==> src/rtl/iexu_pkg.sv <==
package iexu_pkg;
  localparam int XLEN = 32;
  localparam int IDXW = 5;
  localparam int SHW  = $clog2(XLEN);

  typedef enum logic [3:0] {
    OP_ADD, OP_SUB, OP_AND, OP_OR, OP_XOR, OP_MUL,
    OP_SLL, OP_SRL, OP_SRA, OP_ROR, OP_HIGH
  } alu_op_e;

  typedef enum logic [2:0] {K_NONE, K_ALU, K_CMP, K_DIV, K_BAD} kind_e;

  typedef struct packed {
    kind_e           kind;
    alu_op_e         op;
    logic [3:0]      cmp;
    logic            div_signed;
    logic            use_imm;
    logic [XLEN-1:0] imm;
    logic [IDXW-1:0] rd;
  } dec_t;

  function automatic logic [XLEN-1:0] ext16(input logic [15:0] v, input logic signed_ext);
    return signed_ext ? {{(XLEN-16){v[15]}}, v} : {{(XLEN-16){1'b0}}, v};
  endfunction

  function automatic logic [XLEN-1:0] shift_f(input alu_op_e op, input logic [XLEN-1:0] a,
                                              input logic [SHW-1:0] n);
    logic [2*XLEN-1:0] dbl;
    dbl = {a, a} >> n;
    case (op)
      OP_SLL:  return a << n;
      OP_SRL:  return a >> n;
      OP_SRA:  return $unsigned($signed(a) >>> n);
      default: return dbl[XLEN-1:0];
    endcase
  endfunction

  function automatic logic cmp_f(input logic [3:0] sel, input logic [XLEN-1:0] a,
                                 input logic [XLEN-1:0] b);
    case (sel)
      4'd0:    return a == b;
      4'd1:    return a != b;
      4'd2:    return a > b;
      4'd3:    return a >= b;
      4'd4:    return a < b;
      4'd5:    return a <= b;
      4'd6:    return $signed(a) > $signed(b);
      4'd7:    return $signed(a) >= $signed(b);
      4'd8:    return $signed(a) < $signed(b);
      default: return $signed(a) <= $signed(b);
    endcase
  endfunction
endpackage

==> src/rtl/iexu_decode.sv <==
module iexu_decode
  import iexu_pkg::*;
(
  input  logic [31:0] instr,
  output dec_t        dec
);
  logic [1:0]  cls;
  logic [3:0]  sub;
  logic [15:0] imm16;
  logic [2:0]  shk;
  logic        shk_ok;
  alu_op_e     shop;

  assign cls   = instr[31:30];
  assign sub   = instr[29:26];
  assign imm16 = instr[15:0];
  assign shk   = instr[7:5];

  always_comb begin
    shk_ok = 1'b1;
    case (shk)
      3'd0:    shop = OP_SLL;
      3'd1:    shop = OP_SRL;
      3'd2:    shop = OP_SRA;
      3'd4:    shop = OP_ROR;
      default: begin shop = OP_SLL; shk_ok = 1'b0; end
    endcase
  end

  always_comb begin
    dec            = '0;
    dec.kind       = K_BAD;
    dec.op         = OP_ADD;
    dec.rd         = instr[25:21];
    dec.cmp        = instr[24:21];
    case (cls)
      2'd0: if (sub == 4'd6) begin
        dec.kind    = K_ALU;
        dec.op      = OP_HIGH;
        dec.use_imm = 1'b1;
        dec.imm     = {imm16, 16'h0};
      end
      2'd2: begin
        dec.use_imm = 1'b1;
        case (sub)
          4'd5:  begin dec.kind = K_ALU; dec.op = OP_ADD; dec.imm = ext16(imm16, 1'b1); end
          4'd7:  begin dec.kind = K_ALU; dec.op = OP_SUB; dec.imm = ext16(imm16, 1'b1); end
          4'd8:  begin dec.kind = K_ALU; dec.op = OP_AND; dec.imm = ext16(imm16, 1'b0); end
          4'd9:  begin dec.kind = K_ALU; dec.op = OP_OR;  dec.imm = ext16(imm16, 1'b0); end
          4'd10: begin dec.kind = K_ALU; dec.op = OP_XOR; dec.imm = ext16(imm16, 1'b0); end
          4'd11: begin dec.kind = K_ALU; dec.op = OP_MUL; dec.imm = ext16(imm16, 1'b0); end
          4'd13: if (shk_ok) begin
            dec.kind = K_ALU;
            dec.op   = shop;
            dec.imm  = {{(XLEN-5){1'b0}}, instr[4:0]};
          end
          4'd14: if (instr[25:21] <= 5'd9) begin
            dec.kind = K_CMP;
            dec.imm  = ext16(imm16, 1'b1);
          end
          default: ;
        endcase
      end
      2'd3: begin
        if (sub == 4'd8) begin
          case (instr[3:0])
            4'd0:  begin dec.kind = K_ALU; dec.op = OP_ADD; end
            4'd2:  begin dec.kind = K_ALU; dec.op = OP_SUB; end
            4'd3:  begin dec.kind = K_ALU; dec.op = OP_AND; end
            4'd4:  begin dec.kind = K_ALU; dec.op = OP_OR;  end
            4'd5:  begin dec.kind = K_ALU; dec.op = OP_XOR; end
            4'd6:  begin dec.kind = K_ALU; dec.op = OP_MUL; end
            4'd8:  if (shk_ok) begin dec.kind = K_ALU; dec.op = shop; end
            4'd9:  begin dec.kind = K_DIV; dec.div_signed = 1'b1; end
            4'd10: begin dec.kind = K_DIV; dec.div_signed = 1'b0; end
            default: ;
          endcase
        end else if (sub == 4'd9 && instr[25:21] <= 5'd9) begin
          dec.kind = K_CMP;
        end
      end
      default: ;
    endcase
  end
endmodule

==> src/rtl/iexu_alu.sv <==
module iexu_alu
  import iexu_pkg::*;
#(
  parameter int W = XLEN
) (
  input  dec_t         dec,
  input  logic [W-1:0] opa,
  input  logic [W-1:0] opb,
  output logic [W-1:0] result,
  output logic         cmp_out
);
  logic [W-1:0]   b;
  logic [2*W-1:0] prod;

  assign b    = dec.use_imm ? dec.imm : opb;
  assign prod = opa * b;

  always_comb begin
    case (dec.op)
      OP_ADD:  result = opa + b;
      OP_SUB:  result = opa - b;
      OP_AND:  result = opa & b;
      OP_OR:   result = opa | b;
      OP_XOR:  result = opa ^ b;
      OP_MUL:  result = prod[W-1:0];
      OP_HIGH: result = b;
      default: result = shift_f(dec.op, opa, b[SHW-1:0]);
    endcase
  end

  assign cmp_out = cmp_f(dec.cmp, opa, b);
endmodule

==> src/rtl/iexu_divider.sv <==
module iexu_divider #(
  parameter int W = 32
) (
  input  logic         clk,
  input  logic         rst_n,
  input  logic         start,
  input  logic         sgn,
  input  logic [W-1:0] dividend,
  input  logic [W-1:0] divisor,
  output logic         busy,
  output logic         fin,
  output logic [W-1:0] quot
);
  localparam int CW = $clog2(W);
  localparam logic [CW-1:0] LAST = CW'(W - 1);

  logic [W-1:0]  rem_q, quo_q, dsr_q;
  logic [W-1:0]  rem_n, quo_n;
  logic [W:0]    trial, diff;
  logic [CW-1:0] cnt_q;
  logic          neg_q, active_q;
  logic [W-1:0]  abs_a, abs_b;

  assign abs_a = (sgn && dividend[W-1]) ? W'(0) - dividend : dividend;
  assign abs_b = (sgn && divisor[W-1])  ? W'(0) - divisor  : divisor;

  assign trial = {rem_q, quo_q[W-1]};
  assign diff  = trial - {1'b0, dsr_q};
  assign rem_n = diff[W] ? trial[W-1:0] : diff[W-1:0];
  assign quo_n = {quo_q[W-2:0], ~diff[W]};

  always_ff @(posedge clk or negedge rst_n) begin
    if (!rst_n) begin
      active_q <= 1'b0;
      cnt_q    <= '0;
      rem_q    <= '0;
      quo_q    <= '0;
      dsr_q    <= '0;
      neg_q    <= 1'b0;
    end else if (start && !active_q) begin
      active_q <= 1'b1;
      cnt_q    <= '0;
      rem_q    <= '0;
      quo_q    <= abs_a;
      dsr_q    <= abs_b;
      neg_q    <= sgn & (dividend[W-1] ^ divisor[W-1]);
    end else if (active_q) begin
      rem_q <= rem_n;
      quo_q <= quo_n;
      cnt_q <= cnt_q + 1'b1;
      if (cnt_q == LAST) active_q <= 1'b0;
    end
  end

  assign busy = active_q;
  assign fin  = active_q && (cnt_q == LAST);
  assign quot = neg_q ? W'(0) - quo_n : quo_n;


  start_busy_chk: assert property (@(posedge clk) disable iff (!rst_n)
    (start && !busy) |=> busy);

  fin_idle_chk: assert property (@(posedge clk) disable iff (!rst_n)
    fin |=> !busy);
endmodule

==> src/rtl/int_exec_unit.sv <==
module int_exec_unit
  import iexu_pkg::*;
#(
  parameter int W = XLEN
) (
  input  logic            clk,
  input  logic            rst_n,
  input  logic            issue_valid,
  input  logic [31:0]     instr,
  input  logic [W-1:0]    opa,
  input  logic [W-1:0]    opb,
  output logic            busy,
  output logic            done,
  output logic            wr_en,
  output logic [IDXW-1:0] wr_idx,
  output logic [W-1:0]    wr_data,
  output logic            flag,
  output logic            trap
);
  dec_t            dec;
  logic [W-1:0]    alu_res, div_q;
  logic            cmp_res, div_busy, div_fin;
  logic            accept, div_start, div_zero;
  logic [IDXW-1:0] div_rd_q;

  iexu_decode u_dec (.instr(instr), .dec(dec));

  iexu_alu #(.W(W)) u_alu (
    .dec(dec), .opa(opa), .opb(opb), .result(alu_res), .cmp_out(cmp_res)
  );

  assign accept    = issue_valid && !div_busy;
  assign div_start = accept && dec.kind == K_DIV && opb != '0;
  assign div_zero  = accept && dec.kind == K_DIV && opb == '0;

  iexu_divider #(.W(W)) u_div (
    .clk(clk), .rst_n(rst_n), .start(div_start), .sgn(dec.div_signed),
    .dividend(opa), .divisor(opb), .busy(div_busy), .fin(div_fin), .quot(div_q)
  );

  always_ff @(posedge clk or negedge rst_n) begin
    if (!rst_n) begin
      done     <= 1'b0;
      wr_en    <= 1'b0;
      wr_idx   <= '0;
      wr_data  <= '0;
      flag     <= 1'b0;
      trap     <= 1'b0;
      div_rd_q <= '0;
    end else begin
      done  <= 1'b0;
      wr_en <= 1'b0;
      trap  <= 1'b0;
      if (div_fin) begin
        done    <= 1'b1;
        wr_en   <= div_rd_q != '0;
        wr_idx  <= div_rd_q;
        wr_data <= div_q;
      end else if (div_start) begin
        div_rd_q <= dec.rd;
      end else if (accept) begin
        done   <= 1'b1;
        wr_idx <= dec.rd;
        case (dec.kind)
          K_ALU: begin
            wr_en   <= dec.rd != '0;
            wr_data <= alu_res;
          end
          K_CMP:   flag <= cmp_res;
          default: trap <= 1'b1;
        endcase
      end
    end
  end

  assign busy = div_busy;


  trap_no_write_chk: assert property (@(posedge clk) disable iff (!rst_n)
    trap |-> (!wr_en && done));

  zero_reg_chk: assert property (@(posedge clk) disable iff (!rst_n)
    wr_en |-> (wr_idx != '0));

  done_not_busy_chk: assert property (@(posedge clk) disable iff (!rst_n)
    done |-> !busy);

  busy_end_done_chk: assert property (@(posedge clk) disable iff (!rst_n)
    $fell(busy) |-> (done && !trap));

  flag_only_cmp_chk: assert property (@(posedge clk) disable iff (!rst_n)
    (flag != $past(flag)) |-> (done && !wr_en && !trap));
endmodule

==> config.mk <==
export PLATFORM = sky130hd
export DESIGN_NAME = int_exec_unit
export DESIGN_NICKNAME = d
export VERILOG_FILES = /design/src/rtl/iexu_pkg.sv /design/src/rtl/iexu_decode.sv /design/src/rtl/iexu_alu.sv /design/src/rtl/iexu_divider.sv /design/src/rtl/int_exec_unit.sv
export SDC_FILE = /design/constraint.sdc
export NUM_CORES = 2
export LEC_CHECK = 0
export BUFFER_PORTS_ARGS = -buffer_cell sky130_fd_sc_hd__buf_4
export CAP_MARGIN = 0
export CELL_PAD_IN_SITES_DETAIL_PLACEMENT = 0
export CELL_PAD_IN_SITES_GLOBAL_PLACEMENT = 1
export CORE_UTILIZATION = 53
export CTS_BUF_LIST = sky130_fd_sc_hd__clkbuf_16
export CTS_CLUSTER_DIAMETER = 200
export CTS_CLUSTER_SIZE = 40
export DETAILED_ROUTE_END_ITERATION = 10
export PLACE_DENSITY_LB_ADDON = 0.05
export REMOVE_ABC_BUFFERS = 1
export SYNTH_ARGS = -nofsm -noshare
export SYNTH_HDL_FRONTEND = slang
export SYNTH_SLANG_ARGS = --single-unit
==> constraint.sdc <==
create_clock -name clk -period 11.2 [get_ports clk]
set_input_delay 1.12 -clock clk [delete_from_list [all_inputs] [get_ports clk]]
set_output_delay 1.12 -clock clk [all_outputs]
set_load 0.05 [all_outputs]
==> Word level (Yosys, flattened, before mapping) <==
Cells that the tools add are included.
{ "totals": {"inputBits": 99, "mem_bits_ro": 0, "mem_bits_rw": 0, "n_memories": 0, "elab_cells": 175, "ff_bits": 149, "out_inout_bits": 42, "latch_bits": 0} }
{ "classes": {"shifts": 4, "order_cmp": 9, "reduce_logical": 31, "n_mux": 56, "n_bitwise": 8, "n_div": 0, "n_mul": 1, "n_eq_ne": 46, "add_sub_neg": 7} }
{ "ops": {"columns": ["op", "count"], "rows": [
  ["32-bit two-way mux", 14],
  ["32-bit one-hot mux with 7 select lines", 1],
  ["32-bit one-hot mux with 4 select lines", 1],
  ["32-bit one-hot mux with 3 select lines", 1],
  ["1-bit by 32-bit subtractor with 32-bit output (first input constant)", 3],
  ["33-bit one-hot mux with 2 select lines", 1],
  ["32-bit greater-or-equal comparator", 2],
  ["32-bit > comparator", 2],
  ["32-bit less-or-equal comparator", 2],
  ["32-bit less-than comparator", 2],
  ["64-bit by 5-bit right shift with 32-bit output", 1],
  ["4-bit by 3-bit equality test with 1-bit output (second input constant)", 14],
  ["4-bit equality test (second input constant)", 12],
  ["4-bit one-hot mux with 6 select lines", 2],
  ["33-bit two-way mux", 1],
  ["33-bit by 32-bit subtractor with 33-bit output", 1],
  ["32-bit adder", 1],
  ["32-bit AND", 1],
  ["32-bit equality test", 1],
  ["32-bit by 32-bit multiplier with 32-bit output", 1],
  ["32-bit != test", 1],
  ["32-bit OR", 1],
  ["32-bit nonzero test", 1],
  ["32-bit by 5-bit left shift with 32-bit output", 1],
  ["39 further kinds", 94]
]} }

==> Logic depth before layout (Yosys ltp) <==
{ "depth": {"depth_word": 14, "ltp_mapped": 40, "ltp_nobuf": 34} }

==> Hierarchy <==
From an unflattened synthesis, not the netlist that was laid out.
{ "hier_totals": {"hier_cells": 4597, "area_unflattened_um2": 36098.4} }
{ "by_module_without_submodules": {"columns": ["mod", "instances", "seq_area_each_um2", "area_each_um2", "cells_per_inst"], "rows": [
  ["iexu_alu", 1, 0.0, 24820.1, 3219],
  ["iexu_divider", 1, 2577.5, 8062.7, 1004],
  ["int_exec_unit", 1, 1151.1, 2228.4, 217],
  ["iexu_decode", 1, 0.0, 987.2, 157]
]} }

==> Least setup slack after synthesis <==
No wires, ideal clock.
{ "synth_path": {"path_kind": "input to register", "startpoint": "input port instr[29]", "endpoint": "register wr_data[31]", "slack_ps": 1198, "setup_time_ps": 94, "stages": 34, "required_ps": 11106, "n_path_buf": 7, "arrival_ps": 9909, "cell_sequence": "buf_4 > and3b_1 > nor4_4 > o21ai_2 > buf_6 > a32o_1 > clkbuf_1 > inv_2 > buf_1 > buf_2 > clkbuf_1 > buf_1 > nor2_1 > fa_1 > fa_1 > fa_1 > inv_1 > fa_1 > fa_1 > fa_1 > fa_1 > fa_1 > xnor2_1 > xnor2_1 > xnor2_1 > xnor2_1 > xnor3_1 > xnor2_1 > xnor2_1 > xnor3_1 > xnor3_1 > xnor2_1 > nand2_1 > a221oi_2"} }
{ "synth_between": {"elab_chain_cells": 12, "elab_cells_between_ends": 57, "cone_classes": "add/sub: 2; mul: 1; eq/ne: 21; shift: 4; mux: 17; bitwise: 3; reduce/logical: 9"} }
{ "synth_rtl": {"columns": ["item", "line", "source"], "rows": [
  ["from (decl)", "int_exec_unit.sv:9", "input logic [31:0] instr,"],
  ["branches (longest 12 deep; another with 32-bit by 32-bit multiplier with 32-bit output)", null, null],
  ["to (signal assigned)", "int_exec_unit.sv:58", "wr_data <= div_q;"],
  ["to (signal assigned)", "int_exec_unit.sv:67", "wr_data <= alu_res;"],
  ["to (decl)", "int_exec_unit.sv:16", "output logic [W-1:0] wr_data,"]
]} }
Parallel ways; which one is timed is not known. The select of a mux whose other input is x is not followed.
A chain may end at the register's enable or synchronous reset.

==> Worst setup path in the final report <==
{ "layout_path": {"startpoint": "input port instr[22]", "endpoint": "register wr_data[28]"} }
{ "layout_between": {"elab_chain_cells": 12, "elab_cells_between_ends": 34, "cone_classes": "add/sub: 2; mul: 1; order compare: 1; eq/ne: 3; shift: 4; mux: 15; bitwise: 3; reduce/logical: 5"} }
{ "layout_rtl": {"columns": ["item", "line"], "rows": [
  ["5-bit by 4-bit less-or-equal comparator with 1-bit output *", "iexu_decode.sv:57, iexu_decode.sv:78"],
  ["branches (longest 11 deep; another with 32-bit by 32-bit multiplier with 32-bit output)", null]
]} }
Mark *: on every way between the ends. The select of a mux whose other input is x is not followed.

==> flow_summary.yaml <==
status:
  outcome: "finished clean"
drt:
  drtPass1Iterations: 9
  wl_um: 151000
  via_per_inst: 6.48
  vias: 34451
  drtIter0Drc: 4511
  wl_per_cell_um: 28.5
  route.detailed.drc: 0
  ant_nets: 0
cts:
  clk_pin_slew_ps: 70
  h-tree-depth: 4
  clock_latency_ps: 440
  cts_resized: 0
  cts_tree: "built"
  clockBufferDepth: 2
  clockRootBuffer: "clkbuf_16"
  post_cts_buffers: 0
  cts_buffers: 17
  cts.sinks: 149
  ctsHoldBuffers: 0
synth:
  syn-instance-count: 4472
  netlist_top_cells_count: "inv_1 (538), nor2_1 (528), nand2_1 (522)"
  yosysSeqAreaShare: 0.106
  syn_avg_cell_area_um2: 7.86
  synth-adder-area-share: 0.328
  synth_top_area_frac: 0.234
  synth.yosys.warnings: 0
  async_reset_ff_frac: 1.00
  synth-compound-area-share: 0.195
  synth_simple_gate_area_share: 0.170
  muxShareOfSynthArea: 0.0509
  synth_top_family_by_area: "adder cells"
  synthesis.area_um2: 35200
  ys_ff_latch: 149
  synthXorXnorAreaFrac: 0.0560
  yosys-top-cells-area: "fa_1 (23%), dfrtp_1 (11%), ha_1 (9.3%)"
  synth-edff-count: 0
  synth.most_common_cell: "inv_1"
  ys.flop_type: "dfrtp_1"
  synth_top_cell_by_area: "fa_1"
  synth_cell_types: 106
timing:
  hold_viol: 0
  fin_worst_skew_ps: 12.3
  period_minus_slack_ps: 10630
  fmax_mhz: 94.1
  relSlewSlack: 0.185
  rsz0062_at_grt: "no"
  final-setup-viol-count: 0
  drv_slew: 0
  worst_pin_slew_ps: 1200
  final.period_utilization: 0.949
final_layout:
  fillerInstances: 6339
  area_delta_synth_final_pct: 6.53
  fin_area_um2: 37500
  drive_gt1_frac: 0.0757
  layout.nets: 5210
  utilization: 0.570
floorplan:
  chipWidth_um: 260
  core-area_um2: 65700
  dieHeight_um: 260
  ios: 141
  rows: 94
  die_area_um2: 67400
  initial_core_util: 0.535
global_route:
  grt_pass1_wl_um: 221000
  grt_pass1_vias: 33854
  antenna_found_initial: 6
  grt-ovfl-total: 0
  grt_start_max_net_pins: 88
  grt_usage: 0.447
worst_setup_path:
  cp_max_fo: 23
  worstPathArrival_ps: 10930
  slowest_stage: "a2111oi_0"
  required_ps: 11500
  r2r_slack_ps: 4900
  max_stage_delay_ps: 730
  critPathMostFrequentCell: "fa_1"
  regToRegStartpoint: "u_div.quo_q[31]"
  critPathLaunch: "instr[22]"
  r2r_cells: 24
  r2r_end: "wr_data[30]"
  cp-start-kind: "input pin"
  endpoint_kind: "register"
  path_class: "in -> reg"
hold_path:
  hold_end: "wr_idx[0]"
  min_path_cells: 2
  min_from: "wr_idx[0]"
  min_path_type: "reg -> reg"
place:
  gp_congestion: 1.03
  dpl_cell_area_um2: 36900
  hpwlAfterDp_um: 117000
  io_buffer_count: 135
run:
  cap_violations: 0
per-stage QoR:
| step | setup TNS, ps | std cells | hold slack [ps] | setup slack, ps |
|---|---|---|---|---|
| finish | 0 | 5320 | 482 | 574 |
| CTS | 0 | 5314 | 483 | 888 |
| global route | 0 | 5316 | 501 | 148 |
| floorplan | -333 | 4183 | 450 | -253 |
| detailed placement | 0 | 5282 | 466 | 415 |
| global placement | 0 | 5282 | 461 | 511 |
worst max-delay path by stage:
stage / end / slack, ps / cells past startpoint
6_report: wr_data[28] / 570 / 28
5_1_grt: wr_data[28] / 150 / 28
4_1_cts: wr_data[28] / 890 / 28
3_5_place_dp: wr_data[28] / 410 / 28
3_3_place_gp: wr_data[28] / 510 / 28
2_1_floorplan: wr_data[31] / -250 / 26
cell usage in the layout (no fill, tap or decap), drive strengths merged, types with 18 or more instances in the layout:
cell type  netlist  final
and2            22     22
o21a            18     18
xnor2          144    144
a32oi           19     19
and3            22     22
a221oi          30     30
nor2           532    532
a21oi          218    218
dfrtp          149    149
inv            543    546
nand2          522    522
a211oi          60     60
xor2            67     67
nand3           64     64
a31oi           32     32
clkinv          15     21
mux2i          167    167
nand2b          32     32
ha             262    262
fa             411    411
nor4            21     21
buf             93    236
nand4           20     20
o211ai          37     37
nor2b           22     22
or3             23     23
o22ai           35     35
o31ai           48     48
a22oi           28     28
a221o           36     36
a21o            45     45
o21ai          272    272
nor3            51     51
kinds of logic (layout without fill, tap and decap cells):
family,count (synthesis),in the layout
other cells,0,5
fa+ha+maj,674,674
mux,174,174
buf+inv,847,826
xor+xnor,216,216
flops,149,149
compound gates,1032,1032
simple gates,1380,1380
state kept, by name, indices dropped and copies added (netlist names), 5 cells and up:
signal and cells:
div_rd_q 5, u_div.cnt_q 5, u_div.quo_q 32, wr_idx 5, u_div.rem_q 32, wr_data 32
u_div.dsr_q 32
worst max-delay path: cells and delay by family:
family                     cells  cell delay [ps]
AOI/OAI and AO/OA             10             3870
adders and majority gates      9             3610
and+or+nand+nor                4             1270
buffers and inverters          4              800
muxes                          1              230
cell type report:
| class | count | area [µm²] | area share |
|---|---|---|---|
| Multi-Input combinational cell | 3476 | 28200 | 0.752 |
| Antenna cell | 5 | 12.5 | 0.000334 |
| Clock inverter | 15 | 156 | 0.00418 |
| Clock buffer | 17 | 425 | 0.0114 |
| Sequential cell | 149 | 3730 | 0.0996 |
| Timing Repair Buffer | 236 | 1770 | 0.0473 |
| Inverter | 558 | 2100 | 0.0561 |
| Tap cell | 864 | 1080 | 0.0289 |
routing by layer:
layer	share of wire	vias up	wire (µm)	GRT usage
met5	0.00016	-	24	0
met4	0.065	4	9880	0.256
met3	0.12	460	17600	0.100
met2	0.43	2098	64800	0.674
met1	0.39	16908	59200	0.589
li1	-	14981	-	-
Power is left out: the tool's default activity adds up to more than one toggle a clock period on the data nets, which glitch-free logic cannot reach.
